==> src/rtl/mbr_pkg.sv <==
package mbr_pkg;
  // period phase flags shared by the per-core and pool logic
  typedef struct packed {
    logic boundary;  // last cycle of the period: loads happen on its edge
    logic first;     // between reset and the first boundary
  } mbr_epoch_t;
endpackage

==> src/rtl/mbr_period_timer.sv <==
module mbr_period_timer
  import mbr_pkg::*;
#(
  parameter int PERIOD_CYCLES = 32
) (
  input  logic       clk_i,
  input  logic       rst_ni,
  output mbr_epoch_t epoch_o
);
  localparam int CW = (PERIOD_CYCLES > 1) ? $clog2(PERIOD_CYCLES) : 1;
  localparam logic [CW-1:0] LAST = CW'(PERIOD_CYCLES - 1);

  logic [CW-1:0] cnt_q;
  logic          first_q;
  logic          boundary;

  assign boundary = (cnt_q == LAST);

  // reset parks the counter on the last cycle so the first edge is a boundary
  always_ff @(posedge clk_i or negedge rst_ni) begin
    if (!rst_ni) begin
      cnt_q   <= LAST;
      first_q <= 1'b1;
    end else begin
      cnt_q <= boundary ? '0 : cnt_q + 1'b1;
      if (boundary) first_q <= 1'b0;
    end
  end

  assign epoch_o.boundary = boundary;
  assign epoch_o.first    = first_q;
endmodule

==> src/rtl/mbr_core_acct.sv <==
module mbr_core_acct
  import mbr_pkg::*;
#(
  parameter int CNT_W = 8
) (
  input  logic             clk_i,
  input  logic             rst_ni,
  input  mbr_epoch_t       epoch_i,
  input  logic             access_i,
  input  logic             hard_i,
  input  logic [CNT_W-1:0] budget_i,
  input  logic             best_effort_i,
  input  logic             grant_i,
  input  logic [CNT_W-1:0] grant_amt_i,
  output logic [CNT_W-1:0] surplus_o,
  output logic             req_o,
  output logic             empty_o,
  output logic             stall_o
);
  logic [CNT_W-1:0] used_q, used_nx, rem_q, pred;
  logic             acc;

  assign empty_o = (rem_q == '0);
  assign stall_o = empty_o && !best_effort_i && !epoch_i.first;
  assign acc     = access_i && !stall_o;
  assign used_nx = (acc && used_q != '1) ? used_q + 1'b1 : used_q;

  // prediction: last period's usage; no history before the first boundary
  assign pred      = epoch_i.first ? budget_i : used_nx;
  assign surplus_o = (!hard_i && budget_i > pred) ? budget_i - pred : '0;
  assign req_o     = !hard_i && empty_o && access_i && !epoch_i.first;

  always_ff @(posedge clk_i or negedge rst_ni) begin
    if (!rst_ni) begin
      used_q <= '0;
      rem_q  <= '0;
    end else if (epoch_i.boundary) begin
      used_q <= '0;
      rem_q  <= budget_i - surplus_o;
    end else begin
      used_q <= used_nx;
      if (acc && !empty_o) rem_q <= rem_q - 1'b1;
      else if (grant_i)    rem_q <= rem_q + grant_amt_i;
    end
  end
endmodule

==> src/rtl/mbr_reclaim_pool.sv <==
module mbr_reclaim_pool
  import mbr_pkg::*;
#(
  parameter int NUM_CORES = 4,
  parameter int CNT_W     = 8,
  parameter int QUANTUM   = 2
) (
  input  logic                       clk_i,
  input  logic                       rst_ni,
  input  mbr_epoch_t                 epoch_i,
  input  logic [NUM_CORES*CNT_W-1:0] surplus_i,
  input  logic [NUM_CORES-1:0]       req_i,
  output logic [NUM_CORES-1:0]       grant_o,
  output logic [CNT_W-1:0]           grant_amt_o,
  output logic                       pool_empty_o
);
  localparam int PW = CNT_W + ((NUM_CORES > 1) ? $clog2(NUM_CORES) : 1);
  localparam logic [PW-1:0] QPW = PW'(QUANTUM);

  logic [PW-1:0] pool_q, donated;
  logic          found;

  assign pool_empty_o = (pool_q == '0);

  always_comb begin
    donated = '0;
    for (int i = 0; i < NUM_CORES; i++)
      donated = donated + PW'(surplus_i[i*CNT_W +: CNT_W]);
  end

  // fixed priority, lowest index wins
  always_comb begin
    grant_o = '0;
    found   = 1'b0;
    for (int i = 0; i < NUM_CORES; i++) begin
      if (req_i[i] && !found && !pool_empty_o) begin
        grant_o[i] = 1'b1;
        found      = 1'b1;
      end
    end
  end

  assign grant_amt_o = (pool_q < QPW) ? pool_q[CNT_W-1:0] : CNT_W'(QUANTUM);

  always_ff @(posedge clk_i or negedge rst_ni) begin
    if (!rst_ni)               pool_q <= '0;
    else if (epoch_i.boundary) pool_q <= donated;
    else if (found)            pool_q <= pool_q - PW'(grant_amt_o);
  end
endmodule

==> src/rtl/mem_bw_regulator.sv <==
module mem_bw_regulator
  import mbr_pkg::*;
#(
  parameter int NUM_CORES     = 4,
  parameter int CNT_W         = 8,
  parameter int PERIOD_CYCLES = 32,
  parameter int QUANTUM       = 2
) (
  input  logic                       clk_i,
  input  logic                       rst_ni,
  input  logic [NUM_CORES-1:0]       access_i,
  input  logic [NUM_CORES-1:0]       hard_i,
  input  logic [NUM_CORES*CNT_W-1:0] budget_i,
  output logic [NUM_CORES-1:0]       stall_o,
  output logic                       best_effort_o
);
  mbr_epoch_t                 epoch_w;
  logic [NUM_CORES*CNT_W-1:0] surplus_w;
  logic [NUM_CORES-1:0]       req_w, grant_w, empty_w;
  logic [CNT_W-1:0]           grant_amt_w;
  logic                       pool_empty_w;

  assign best_effort_o = (&empty_w) && pool_empty_w && !epoch_w.first;

  mbr_period_timer #(.PERIOD_CYCLES(PERIOD_CYCLES)) timer_i (
    .clk_i   (clk_i),
    .rst_ni  (rst_ni),
    .epoch_o (epoch_w)
  );

  for (genvar g = 0; g < NUM_CORES; g++) begin : g_core
    mbr_core_acct #(.CNT_W(CNT_W)) acct_i (
      .clk_i         (clk_i),
      .rst_ni        (rst_ni),
      .epoch_i       (epoch_w),
      .access_i      (access_i[g]),
      .hard_i        (hard_i[g]),
      .budget_i      (budget_i[g*CNT_W +: CNT_W]),
      .best_effort_i (best_effort_o),
      .grant_i       (grant_w[g]),
      .grant_amt_i   (grant_amt_w),
      .surplus_o     (surplus_w[g*CNT_W +: CNT_W]),
      .req_o         (req_w[g]),
      .empty_o       (empty_w[g]),
      .stall_o       (stall_o[g])
    );
  end

  mbr_reclaim_pool #(
    .NUM_CORES (NUM_CORES),
    .CNT_W     (CNT_W),
    .QUANTUM   (QUANTUM)
  ) pool_i (
    .clk_i        (clk_i),
    .rst_ni       (rst_ni),
    .epoch_i      (epoch_w),
    .surplus_i    (surplus_w),
    .req_i        (req_w),
    .grant_o      (grant_w),
    .grant_amt_o  (grant_amt_w),
    .pool_empty_o (pool_empty_w)
  );
endmodule

==> config.mk <==
export PLATFORM = sky130hd
export DESIGN_NAME = mem_bw_regulator
export DESIGN_NICKNAME = d
export VERILOG_FILES = /design/src/rtl/mbr_pkg.sv /design/src/rtl/mbr_period_timer.sv /design/src/rtl/mbr_core_acct.sv /design/src/rtl/mbr_reclaim_pool.sv /design/src/rtl/mem_bw_regulator.sv
export SDC_FILE = /design/constraint.sdc
export NUM_CORES = 1
export LEC_CHECK = 0
export ABC_AREA = 1
export BUFFER_PORTS_ARGS = -buffer_cell sky130_fd_sc_hd__buf_2
export CORE_UTILIZATION = 45
export DETAILED_ROUTE_END_ITERATION = 16
export HOLD_SLACK_MARGIN = 0.15
export PLACE_DENSITY_LB_ADDON = 0.12
export SLEW_MARGIN = 15
export SYNTH_ARGS = -nofsm -noshare
export SYNTH_HDL_FRONTEND = slang
export SYNTH_SLANG_ARGS = --single-unit
==> constraint.sdc <==
create_clock -name clk_i -period 7.7 [get_ports clk_i]
set_input_delay 0 -clock clk_i [delete_from_list [all_inputs] [get_ports clk_i]]
set_output_delay 0 -clock clk_i [all_outputs]
set_load 0.05 [all_outputs]
==> impl_metrics.py, run 1 <==
metrics = {
    "power": {
        "powerDensity_nw_per_um2": 403,
        "power_leakage_uw": 0.00587,
        "irDropWorstVdd_mv": 0.146,
        "fin_total_pwr_uw": 4360,
    },
    "sta": {
        "slew_viol_final": 0,
        "transition_at_the_pin_with_the_smallest_max_transition_slack_ns": 0.759,
        "setup-violations-final": 0,
        "rsz0062_at_grt": "no",
        "setup_tns_ns": 0,
        "worst_clock_skew_on_the_final_layout_ns": 0.0122,
        "hold_viol": 0,
        "timing.fmax_ghz": 0.149,
        "min_period_over_period_pct": 86.9,
        "finalWorstPathRequiredPeriod_ns": 6.69,
        "relative_max_transition_margin_pct": 49.4,
        "setup_ws_ns": 1.01,
    },
    "synthesis": {
        "synthCells": 1540,
        "yosysTopAreaCellShare_pct": 18.6,
        "synth.top_cells.by_area": "sky130_fd_sc_hd__dfrtp_1 (19%), sky130_fd_sc_hd__nand2_1 (16%), sky130_fd_sc_hd__ha_1 (14%)",
        "async_reset_ff_share_pct": 100,
        "synth_largest_area_cell": "sky130_fd_sc_hd__dfrtp_1",
        "synth.yosys.seq_area_share_pct": 20.2,
        "synth_most_common_cell": "sky130_fd_sc_hd__nand2_1",
        "synthesis.nets": 1716,
        "synth_edf_count": 0,
        "syn_area_per_cell_sq_um": 6.47,
        "synth.ff_latch_count": 80,
        "mapped_cell_area_sq_um": 9960,
        "yosys_cell_types": 44,
        "yosys-top-cells-count": "sky130_fd_sc_hd__nand2_1 (418), sky130_fd_sc_hd__inv_1 (227), sky130_fd_sc_hd__nor2_1 (174)",
        "ys_dominant_reg_cell": "sky130_fd_sc_hd__dfrtp_1",
        "yosysWarningCount": 0,
    },
    "layout": {
        "layout.filler_cells": 2277,
        "layout-drive-gt1-share_pct": 7.49,
        "design.final.nets": 1748,
        "area_delta_synth_final_pct": 8.67,
        "finish.cell_count_without_fillers": 1856,
        "diodes": 0,
    },
    "global_route": {
        "antenna_found_initial": 0,
        "first_global_vias": 9032,
        "groute.layer.met1.usage_pct": 33.1,
        "top_usage_layer": "met2",
        "grt-ovfl-total": 0,
        "grt_first_pass_wirelength_microns": 44100,
        "grt.met2_usage_pct": 40.8,
        "grt_util_all_layers_pct": 24.9,
        "globalRouteMet3Util_pct": 3.64,
        "grt_max_degree": 64,
    },
    "clock_network": {
        "cts_htree_levels": 3,
        "tritoncts": "built",
        "post_cts_resized": 0,
        "cts_setup_buffers": 0,
        "clock_sink_count": 80,
        "root_buffer": "sky130_fd_sc_hd__clkbuf_16",
        "cts_buffers": 9,
        "insertion_delay_ns": 0.35,
        "clkTransAtPathRegs_ns": 0.07,
        "clk_path_buf_depth": 2,
    },
    "setup_path": {
        "crit_end_category": "flop",
        "path_delay_family": "simple AND/OR/NAND/NOR gates",
        "setup.worst_path.start": "g_core[0].acct_i.rem_q[7]",
        "required_ns": 7.92,
        "crit_path_frequent_cell": "sky130_fd_sc_hd__nand2_1",
        "worst_path_max_delay_cell": "sky130_fd_sc_hd__fa_1",
        "maximum_fanout_along_the_worst_path": 7,
        "crit_arrival_ns": 6.91,
        "critical_path_class": "reg -> reg",
        "crit-reg2reg-launch": "g_core[0].acct_i.rem_q[7]",
        "worst_setup_path_start_kind": "flop",
        "timing.critical_path.buf_inv": 5,
        "rrSetupSlack_ns": 1.01,
        "critPathCapture": "pool_i.pool_q[8]",
        "timing.reg2reg.worst_path_depth": 42,
        "cp.depth": 42,
        "rr_endpoint": "pool_i.pool_q[8]",
        "critPathMaxStageDelay_ns": 0.53,
    },
    "placement": {
        "place_inst": 1839,
        "pre_cts_ws_ns": 1.04,
        "portBuffers": 46,
        "gp_routability_congestion": 0.857,
        "detailedPlacementHpwl_microns": 21300,
    },
    "routing": {
        "routedWlPerCell_microns": 14.5,
        "dr.first_iter.drc_count": 446,
        "via_count": 9604,
        "dr.pass1.iters": 7,
        "drc_errors": 0,
        "route.detailed.vias_per_inst": 5.17,
        "wirelength_microns": 26800,
        "final_antenna_net_count": 0,
    },
    "die": {
        "floorplan.die.height_microns": 151,
        "die-area_sq_um": 22700,
        "start_util_pct": 45.8,
        "rows": 54,
        "io_pins": 47,
        "core_region_area_sq_um": 21800,
        "die_w_microns": 151,
    },
    "outcome": {
        "outcome": "finished clean",
    },
    "hold_path": {
        "hp-class": "in -> async",
    },
    "job": {
        "maxCapViolations": 0,
    },
}
final cells by class:
| cell class | count | area (sq um) | area share [%] |
|---|---|---|---|
| Sequential cell | 80 | 2010 | 18.6 |
| Clock buffer | 10 | 239 | 2.21 |
| Timing Repair Buffer | 53 | 290 | 2.68 |
| Inverter | 231 | 867 | 8.01 |
| Tap cell | 280 | 350 | 3.24 |
| Multi-Input combinational cell | 1197 | 6940 | 64.1 |
| Clock inverter | 5 | 129 | 1.19 |
placed cells by master, fill, tap and decap left out, types with 14 or more instances in the layout:
cell | netlist | routed
sky130_fd_sc_hd__xor2_1 | 31 | 31
sky130_fd_sc_hd__o21ai_0 | 91 | 91
sky130_fd_sc_hd__o21ai_1 | 38 | 38
sky130_fd_sc_hd__xnor2_1 | 14 | 14
sky130_fd_sc_hd__nand3_1 | 65 | 65
sky130_fd_sc_hd__nor2_1 | 174 | 174
sky130_fd_sc_hd__fa_1 | 22 | 22
sky130_fd_sc_hd__ha_1 | 112 | 111
sky130_fd_sc_hd__inv_1 | 227 | 226
sky130_fd_sc_hd__a31oi_1 | 14 | 14
sky130_fd_sc_hd__nand2_1 | 418 | 418
sky130_fd_sc_hd__nand4_1 | 25 | 25
sky130_fd_sc_hd__a21oi_1 | 92 | 92
sky130_fd_sc_hd__dfrtp_1 | 74 | 74
sky130_fd_sc_hd__buf_2 | 3 | 45
sky130_fd_sc_hd__nor3_1 | 15 | 15
repair_timing:
| item | CTS | global route |
|---|---|---|
| hold endpoints to repair | 40 | 0 |
| hold buffers | 2 | 0 |
| endpoints found under the setup margin | 0 | 0 |
flip-flops by register name (all words and copies together), names as in the netlist:
name	flops
g_core.acct_i.rem_q	32
g_core.acct_i.used_q	32
pool_i.pool_q	10
timer_i.cnt_q	5
timer_i.first_q	1
per-stage QoR:
step	area [sq um]	util, %	hold WS (ns)
2_1_floorplan	9960	-	-0.296
3_3_place_gp	10400	48.0	0.0423
3_5_place_dp	10400	48.0	0.0323
4_1_cts	10800	49.7	0.160
5_1_grt	10800	49.7	0.205
6_report	10800	49.7	0.161
worst min path at each step:
stage / startpoint / end / slack [ns] / cells past startpoint
3_3_place_gp: rst_ni / g_core[0].acct_i.used_q[5] / 0.04 / 1
4_1_cts: access_i[2] / g_core[2].acct_i.rem_q[7] / 0.16 / 4
5_1_grt: access_i[2] / g_core[2].acct_i.rem_q[7] / 0.21 / 4
3_5_place_dp: rst_ni / g_core[0].acct_i.used_q[5] / 0.03 / 1
6_report: rst_ni / g_core[0].acct_i.used_q[5] / 0.16 / 2
2_1_floorplan: rst_ni / g_core[0].acct_i.rem_q[0] / -0.30 / 0
power by group:
part / switching (uW) / internal [uW] / leakage, uW / total, uW
logic: 1890 / 1160 / 0.00477 / 3050
registers: 155 / 606 / 0.000925 / 762
clock network: 191 / 358 / 0.000179 / 549
total: 2240 / 2120 / 0.00587 / 4360
kinds of logic (layout without fill, tap and decap cells):
group	after synthesis	after routing	share of synthesized area [%]
AO/OA/AOI/OAI	268	268	14.5
XOR/XNOR	45	45	3.96
adder cells (fa/ha/maj)	134	134	18.5
buffers and inverters	263	299	10.3
flip-flops	80	80	20.2
other	1	1	0.0377
AND/OR/NAND/NOR	749	749	32.5
routing by layer:
metal | wire, microns | up-vias
li1 | - | 5038
met1 | 12900 | 4366
met2 | 12100 | 160
met3 | 1010 | 40
met4 | 807 | 0
met5 | 0 | -
Note: power is estimated with default switching activity, not from simulation.
==> run 2, diff against run 1 <==
Settings changed: REMOVE_ABC_BUFFERS set to 1.
==> run 2 against run 1 <==
Compared with the run above: flip-flop and latch count unchanged; clock skew up 0.0011 ns; fmax about the same; critical endpoint unchanged; total power down 3.0%; non-clock buffer count unchanged; core utilization down 0.36 points; largest cell class unchanged; sequential power up 0.5%; combinational power about the same; first-iteration DRC count up 9.9%.
==> impl_metrics.py, run 2 (synthesized netlist as in run 1, its figures left out) <==
metrics = {
    "layout": {
        "area.sequential_sq_um": 2010,
        "reg.largest.list": "g_core.acct_i.rem_q x32, g_core.acct_i.used_q x32, pool_i.pool_q x10",
        "layout.filler_cells": 2307,
        "design.final.nets": 1748,
        "diodes": 0,
        "layout_common_cells": "sky130_fd_sc_hd__nand2_1 (418), sky130_fd_sc_hd__inv_1 (226), sky130_fd_sc_hd__nor2_1 (174)",
        "layout-drive-gt1-share_pct": 7.42,
        "multi_input_area_sq_um": 6940,
        "layout.cells.most_common": "sky130_fd_sc_hd__nand2_1",
        "area_delta_synth_final_pct": 7.89,
    },
    "sta": {
        "worst_clock_skew_on_the_final_layout_ns": 0.0133,
        "relative_max_transition_margin_pct": 41.2,
        "finalWorstPathRequiredPeriod_ns": 6.69,
        "slew_viol_final": 0,
        "rsz0062_at_grt": "no",
        "setup-violations-final": 0,
        "setup_tns_ns": 0,
        "timing.fmax_ghz": 0.150,
        "setup_ws_ns": 1.01,
        "min_period_over_period_pct": 86.8,
        "hold_viol": 0,
        "transition_at_the_pin_with_the_smallest_max_transition_slack_ns": 0.882,
    },
    "global_route": {
        "grt_util_all_layers_pct": 24.0,
        "antenna_found_initial": 0,
        "first_global_vias": 8657,
        "grt-ovfl-total": 0,
        "grt_first_pass_wirelength_microns": 42700,
        "grt_max_degree": 64,
    },
    "setup_path": {
        "worst_path_max_delay_cell": "sky130_fd_sc_hd__fa_1",
        "critPathMaxStageDelay_ns": 0.53,
        "rrSetupSlack_ns": 1.01,
        "rr_endpoint": "pool_i.pool_q[8]",
        "critical_path_class": "reg -> reg",
        "crit_end_category": "flop",
        "required_ns": 7.91,
        "timing.reg2reg.worst_path_depth": 40,
        "crit_path_frequent_cell": "sky130_fd_sc_hd__nand2_1",
        "crit-reg2reg-launch": "timer_i.first_q",
        "worst_setup_path_start_kind": "flop",
        "crit_arrival_ns": 6.90,
        "maximum_fanout_along_the_worst_path": 31,
    },
    "placement": {
        "pre_cts_ws_ns": 1.06,
        "portBuffers": 46,
        "detailedPlacementHpwl_microns": 20900,
        "gp_routability_congestion": 0.892,
    },
    "routing": {
        "routedWlPerCell_microns": 14.1,
        "dr.pass1.iters": 5,
        "dr.first_iter.drc_count": 490,
        "final_antenna_net_count": 0,
        "wirelength_microns": 26100,
        "via_count": 9538,
        "drc_errors": 0,
        "route.detailed.vias_per_inst": 5.14,
    },
    "clock_network": {
        "clk_path_buf_depth": 2,
        "clkTransAtPathRegs_ns": 0.06,
        "root_buffer": "sky130_fd_sc_hd__clkbuf_16",
        "cts_buffers": 9,
        "insertion_delay_ns": 0.35,
        "post_cts_resized": 0,
        "cts_htree_levels": 3,
        "cts_setup_buffers": 0,
        "tritoncts": "built",
        "clock_sink_count": 80,
    },
    "die": {
        "floorplan.die.height_microns": 151,
        "rows": 54,
        "die_w_microns": 151,
        "core_region_area_sq_um": 21800,
        "io_pins": 47,
        "die-area_sq_um": 22700,
        "start_util_pct": 45.8,
    },
    "power": {
        "irDropWorstVdd_mv": 0.175,
        "fin_total_pwr_uw": 4230,
        "powerDensity_nw_per_um2": 393,
        "power_leakage_uw": 0.00584,
    },
    "hold_path": {
        "holdPathStages": 4,
        "hp-class": "in -> reg",
        "worst_min_delay_path_startpoint": "access_i[1]",
        "hold_path_end": "g_core[1].acct_i.used_q[1]",
    },
    "outcome": {
        "outcome": "finished clean",
    },
    "job": {
        "maxCapViolations": 0,
    },
}
==> run 2: changes by cell type in the layout (fill, tap and decap cells not counted), sizes merged <==
cell,before,now
clkbuf,10,11
dlygate4sd3,2,3
bufinv,4,1
buf,51,50
clkinv,2,3
inv,230,231
==> run 2: how the worst max path moves through the flow <==
stage,from,to,slack (ns),cells past startpoint
final,timer_i.first_q,pool_i.pool_q[8],1.01,40
after global routing,timer_i.first_q,pool_i.pool_q[8],0.12,40
after CTS,timer_i.first_q,pool_i.pool_q[8],1.05,40
after detailed placement,timer_i.first_q,pool_i.pool_q[8],1.06,40
after global placement,timer_i.first_q,pool_i.pool_q[8],1.30,36
after floorplan,timer_i.first_q,pool_i.pool_q[8],1.25,40
==> run 2: per-stage QoR <==
step,hold slack (ns),utilization [%],instances,cell area [sq um]
finish,0.162,49.4,1856,10700
global route,0.204,49.4,1856,10700
CTS,0.156,49.4,1856,10700
detailed placement,-0.108,47.9,1838,10400
global placement,-0.112,47.9,1838,10400
floorplan,-0.296,-,1508,9800
==> run 2: where the power goes <==
part,total [uW],internal [uW],switching [uW]
clock,442,257,185
sequential,766,606,159
combinational,3020,1150,1860
==> run 2: final cells by class <==
cell class,instances,area share (%)
multi-input cells,1197,64.6
clock inverters,4,0.419
repair buffers,53,2.73
well taps,280,3.26
inverters,231,8.07
clock buffers,11,2.26
flip-flops and latches,80,18.7
==> run 2: routing by layer <==
layer  track usage (%)  part of all wire, %
met3              2.09                  3.8
met2              39.1                   44
met1              34.1                   50
met4              5.50                  1.2
met5                 0                    0
==> run 2: worst max-delay path: cells and delay by family, from the launching register on <==
| family | cells | cell delay (ns) |
|---|---|---|
| xor gates and xnor gates | 1 | 0.10 |
| AOI/OAI and AO/OA | 8 | 0.99 |
| and+or+nand+nor | 20 | 2.24 |
| DFF | 1 | 0.49 |
| adders and majority gates | 5 | 1.84 |
| buffers and inverters | 6 | 0.87 |
==> run 2: what timing repair did <==
action	CTS	global route
setup endpoints to repair	0	0
hold buffers	3	0
endpoints found under the hold margin	20	0
==> run 3, diff against run 2 <==
Settings changed: SYNTH_HIERARCHICAL set to 1.
==> run 3 against run 2 <==
Compared with the run above: clock skew shrank 0.0079 ns; count of clock-buffer cells in the layout shrank 2; global-route usage grew 0.26 points; total power grew 0.83%; flip-flop and latch count is the same; critical path depth shrank 7; largest cell class unchanged.
==> impl_metrics.py, run 3 <==
metrics = {
    "outcome": {
        "outcome": "finished clean",
    },
    "synthesis": {
        "synth_largest_area_cell": "sky130_fd_sc_hd__dfrtp_1",
        "synth.yosys.seq_area_share_pct": 18.3,
        "yosysWarningCount": 6,
        "synthCells": 1655,
        "synth.ff_latch_count": 80,
        "async_reset_ff_share_pct": 100,
        "syn_area_per_cell_sq_um": 6.64,
        "mapped_cell_area_sq_um": 11000,
        "yosys-top-cells-count": "sky130_fd_sc_hd__nand2_1 (392), sky130_fd_sc_hd__inv_1 (295), sky130_fd_sc_hd__nor2_1 (163)",
        "yosysTopAreaCellShare_pct": 16.9,
        "synth_edf_count": 0,
        "yosys_cell_types": 57,
        "ys_dominant_reg_cell": "sky130_fd_sc_hd__dfrtp_1",
        "synth_most_common_cell": "sky130_fd_sc_hd__nand2_1",
        "synth.top_cells.by_area": "sky130_fd_sc_hd__dfrtp_1 (17%), sky130_fd_sc_hd__nand2_1 (13%), sky130_fd_sc_hd__ha_1 (13%)",
    },
    "layout": {
        "final_design_instance_area_without_fill_sq_um": 11800,
        "design.final.nets": 1873,
        "multi_input_area_sq_um": 7560,
        "layout.cells.most_common": "sky130_fd_sc_hd__nand2_1",
        "finish.cell_count_without_fillers": 2014,
        "layout.filler_cells": 2514,
        "layout_common_cells": "sky130_fd_sc_hd__nand2_1 (392), sky130_fd_sc_hd__inv_1 (295), sky130_fd_sc_hd__nor2_1 (163)",
        "diodes": 0,
        "reg.largest.list": "g_core.acct_i/rem_q x32, g_core.acct_i/used_q x32, pool_i/pool_q x10",
        "area.sequential_sq_um": 2010,
        "layout-drive-gt1-share_pct": 11.1,
        "area_delta_synth_final_pct": 7.06,
    },
    "routing": {
        "routedWlPerCell_microns": 14.2,
        "wl_met3_microns": 1070,
        "final_antenna_net_count": 0,
        "dr.pass1.iters": 7,
        "drc_errors": 0,
        "via_count": 10200,
        "topRoutingLayerUsed": "met4",
        "route.layer.met1.wl_microns": 13700,
        "route.detailed.vias_per_inst": 5.06,
        "dr.first_iter.drc_count": 552,
        "met2WireLength_microns": 13100,
        "wirelength_microns": 28600,
    },
    "setup_path": {
        "crit_end_category": "flop",
        "critPathMaxStageDelay_ns": 0.51,
        "worst_setup_path_start_kind": "flop",
        "crit_arrival_ns": 6.61,
        "crit_path_frequent_cell": "sky130_fd_sc_hd__nand2_1",
        "critical_path_class": "reg -> reg",
        "required_ns": 7.94,
        "maximum_fanout_along_the_worst_path": 7,
        "worst_path_max_delay_cell": "sky130_fd_sc_hd__fa_1",
    },
    "die": {
        "die-area_sq_um": 25000,
        "core_region_area_sq_um": 23700,
        "die_w_microns": 158,
        "rows": 56,
        "start_util_pct": 46.4,
        "floorplan.die.height_microns": 158,
        "io_pins": 47,
    },
    "sta": {
        "slew_viol_final": 0,
        "rsz0062_at_grt": "no",
        "transition_at_the_pin_with_the_smallest_max_transition_slack_ns": 0.832,
        "setup_tns_ns": 0,
        "hold_viol": 0,
        "relative_max_transition_margin_pct": 44.1,
        "timing.fmax_ghz": 0.157,
        "worst_clock_skew_on_the_final_layout_ns": 0.00537,
        "setup-violations-final": 0,
        "min_period_over_period_pct": 82.7,
        "worst_hold_slack_ns": 0.151,
        "finalWorstPathRequiredPeriod_ns": 6.37,
    },
    "global_route": {
        "grt-ovfl-total": 0,
        "grt_max_degree": 55,
        "grt_util_all_layers_pct": 24.2,
        "grt_first_pass_wirelength_microns": 47300,
        "antenna_found_initial": 0,
        "first_global_vias": 9684,
    },
    "clock_network": {
        "postCtsHoldBufs": 2,
        "clkTransAtPathRegs_ns": 0.07,
        "cts_setup_buffers": 0,
        "tritoncts": "built",
        "clk_path_buf_depth": 2,
        "clock_sink_count": 80,
        "insertion_delay_ns": 0.36,
        "root_buffer": "sky130_fd_sc_hd__clkbuf_16",
        "cts_htree_levels": 3,
        "post_cts_resized": 0,
        "cts_buffers": 9,
    },
    "power": {
        "power_leakage_uw": 0.00614,
        "fin_total_pwr_uw": 4260,
        "irDropWorstVdd_mv": 0.156,
        "powerDensity_nw_per_um2": 363,
    },
    "placement": {
        "place_inst": 1996,
        "detailed_place.area_sq_um": 11400,
        "portBuffers": 46,
        "gp_routability_congestion": 0.937,
        "detailedPlacementHpwl_microns": 23000,
    },
    "hold_path": {
        "hp-class": "in -> async",
    },
    "job": {
        "maxCapViolations": 0,
    },
}
[run 3: cell count changes in the layout (fill, tap and decap cells not counted), moves of 7 or more]
| cell | change |
|---|---|
| sky130_fd_sc_hd__a21oi_1 | -9 |
| sky130_fd_sc_hd__inv_1 | +69 |
| sky130_fd_sc_hd__inv_2 | +16 |
| sky130_fd_sc_hd__nand2_1 | -26 |
| sky130_fd_sc_hd__nand3_1 | +40 |
| sky130_fd_sc_hd__nand3_2 | +8 |
| sky130_fd_sc_hd__nor2_1 | -11 |
| sky130_fd_sc_hd__nor2_2 | +9 |
| sky130_fd_sc_hd__o2111ai_1 | +10 |
| sky130_fd_sc_hd__o21a_1 | -7 |
| sky130_fd_sc_hd__o21ai_0 | -26 |
[run 3: logic make-up after synthesis]
kind of cell             Yosys count  synth area share (%)
buffers and inverters            350                  13.1
XOR/XNOR                          48                  3.96
AND/OR/NAND/NOR                  782                  32.3
flip-flops                        80                  18.3
multiplexers                       6                 0.592
other                              2                0.0684
AO/OA/AOI/OAI                    246                  13.6
adder cells (fa/ha/maj)          141                  18.0
[run 3: final cells by class]
cell class / count / share of cell area (%)
multi-input cells: 1230 / 64.3
flip-flops and latches: 80 / 17.1
inverters: 318 / 10.2
well taps: 319 / 3.39
repair buffers: 51 / 2.34
clock buffers: 9 / 1.92
clock inverters: 7 / 0.809
[run 3: path summary, 6_finish.rpt]
| kind | start | endpoint | slack [ns] | cells after the start |
|---|---|---|---|---|
| setup / recovery | g_core[2].acct_i/rem_q[1] | pool_i/pool_q[9] | 1.33 | 33 |
| min in group clk_i | budget_i[31] | g_core[3].acct_i/rem_q[7] | 0.15 | 7 |
| setup reg to reg | g_core[2].acct_i/rem_q[1] | pool_i/pool_q[9] | 1.33 | 33 |
| hold reg to reg | timer_i/cnt_q[0] | timer_i/cnt_q[0] | 0.53 | 1 |
| max in group asynchronous | rst_ni | g_core[2].acct_i/rem_q[5] | 6.52 | 3 |
| hold / removal | rst_ni | g_core[3].acct_i/rem_q[6] | 0.15 | 2 |
[run 3: report_power, final]
group	switching, uW	total [uW]	internal (uW)
sequential	146	735	590
clock	198	483	285
combinational	1890	3040	1160
[run 3: layer usage]
layer / vias to the layer above / track usage [%]
met2: 147 / 40.4
met4: 0 / 8.47
met1: 4617 / 32.2
met3: 42 / 2.82
li1: 5378 / -
met5: - / 0
[run 3: metrics by stage]
stage / utilization [%] / setup slack [ns]
after floorplan: - / 1.64
after detailed placement: 48.2 / 1.33
after CTS: 49.6 / 1.31
final: 49.6 / 1.33
after global placement: 48.2 / 1.43
after global routing: 49.6 / 0.875
[run 3: worst max-delay path, delay by kind of cell (launching register included)]
kind / cells / cell delay, ns
compound gates: 2 / 0.33
fa+ha+maj: 5 / 2.09
flops: 1 / 0.38
xor+xnor: 1 / 0.19
buf+inv: 6 / 0.60
simple gates: 19 / 2.65
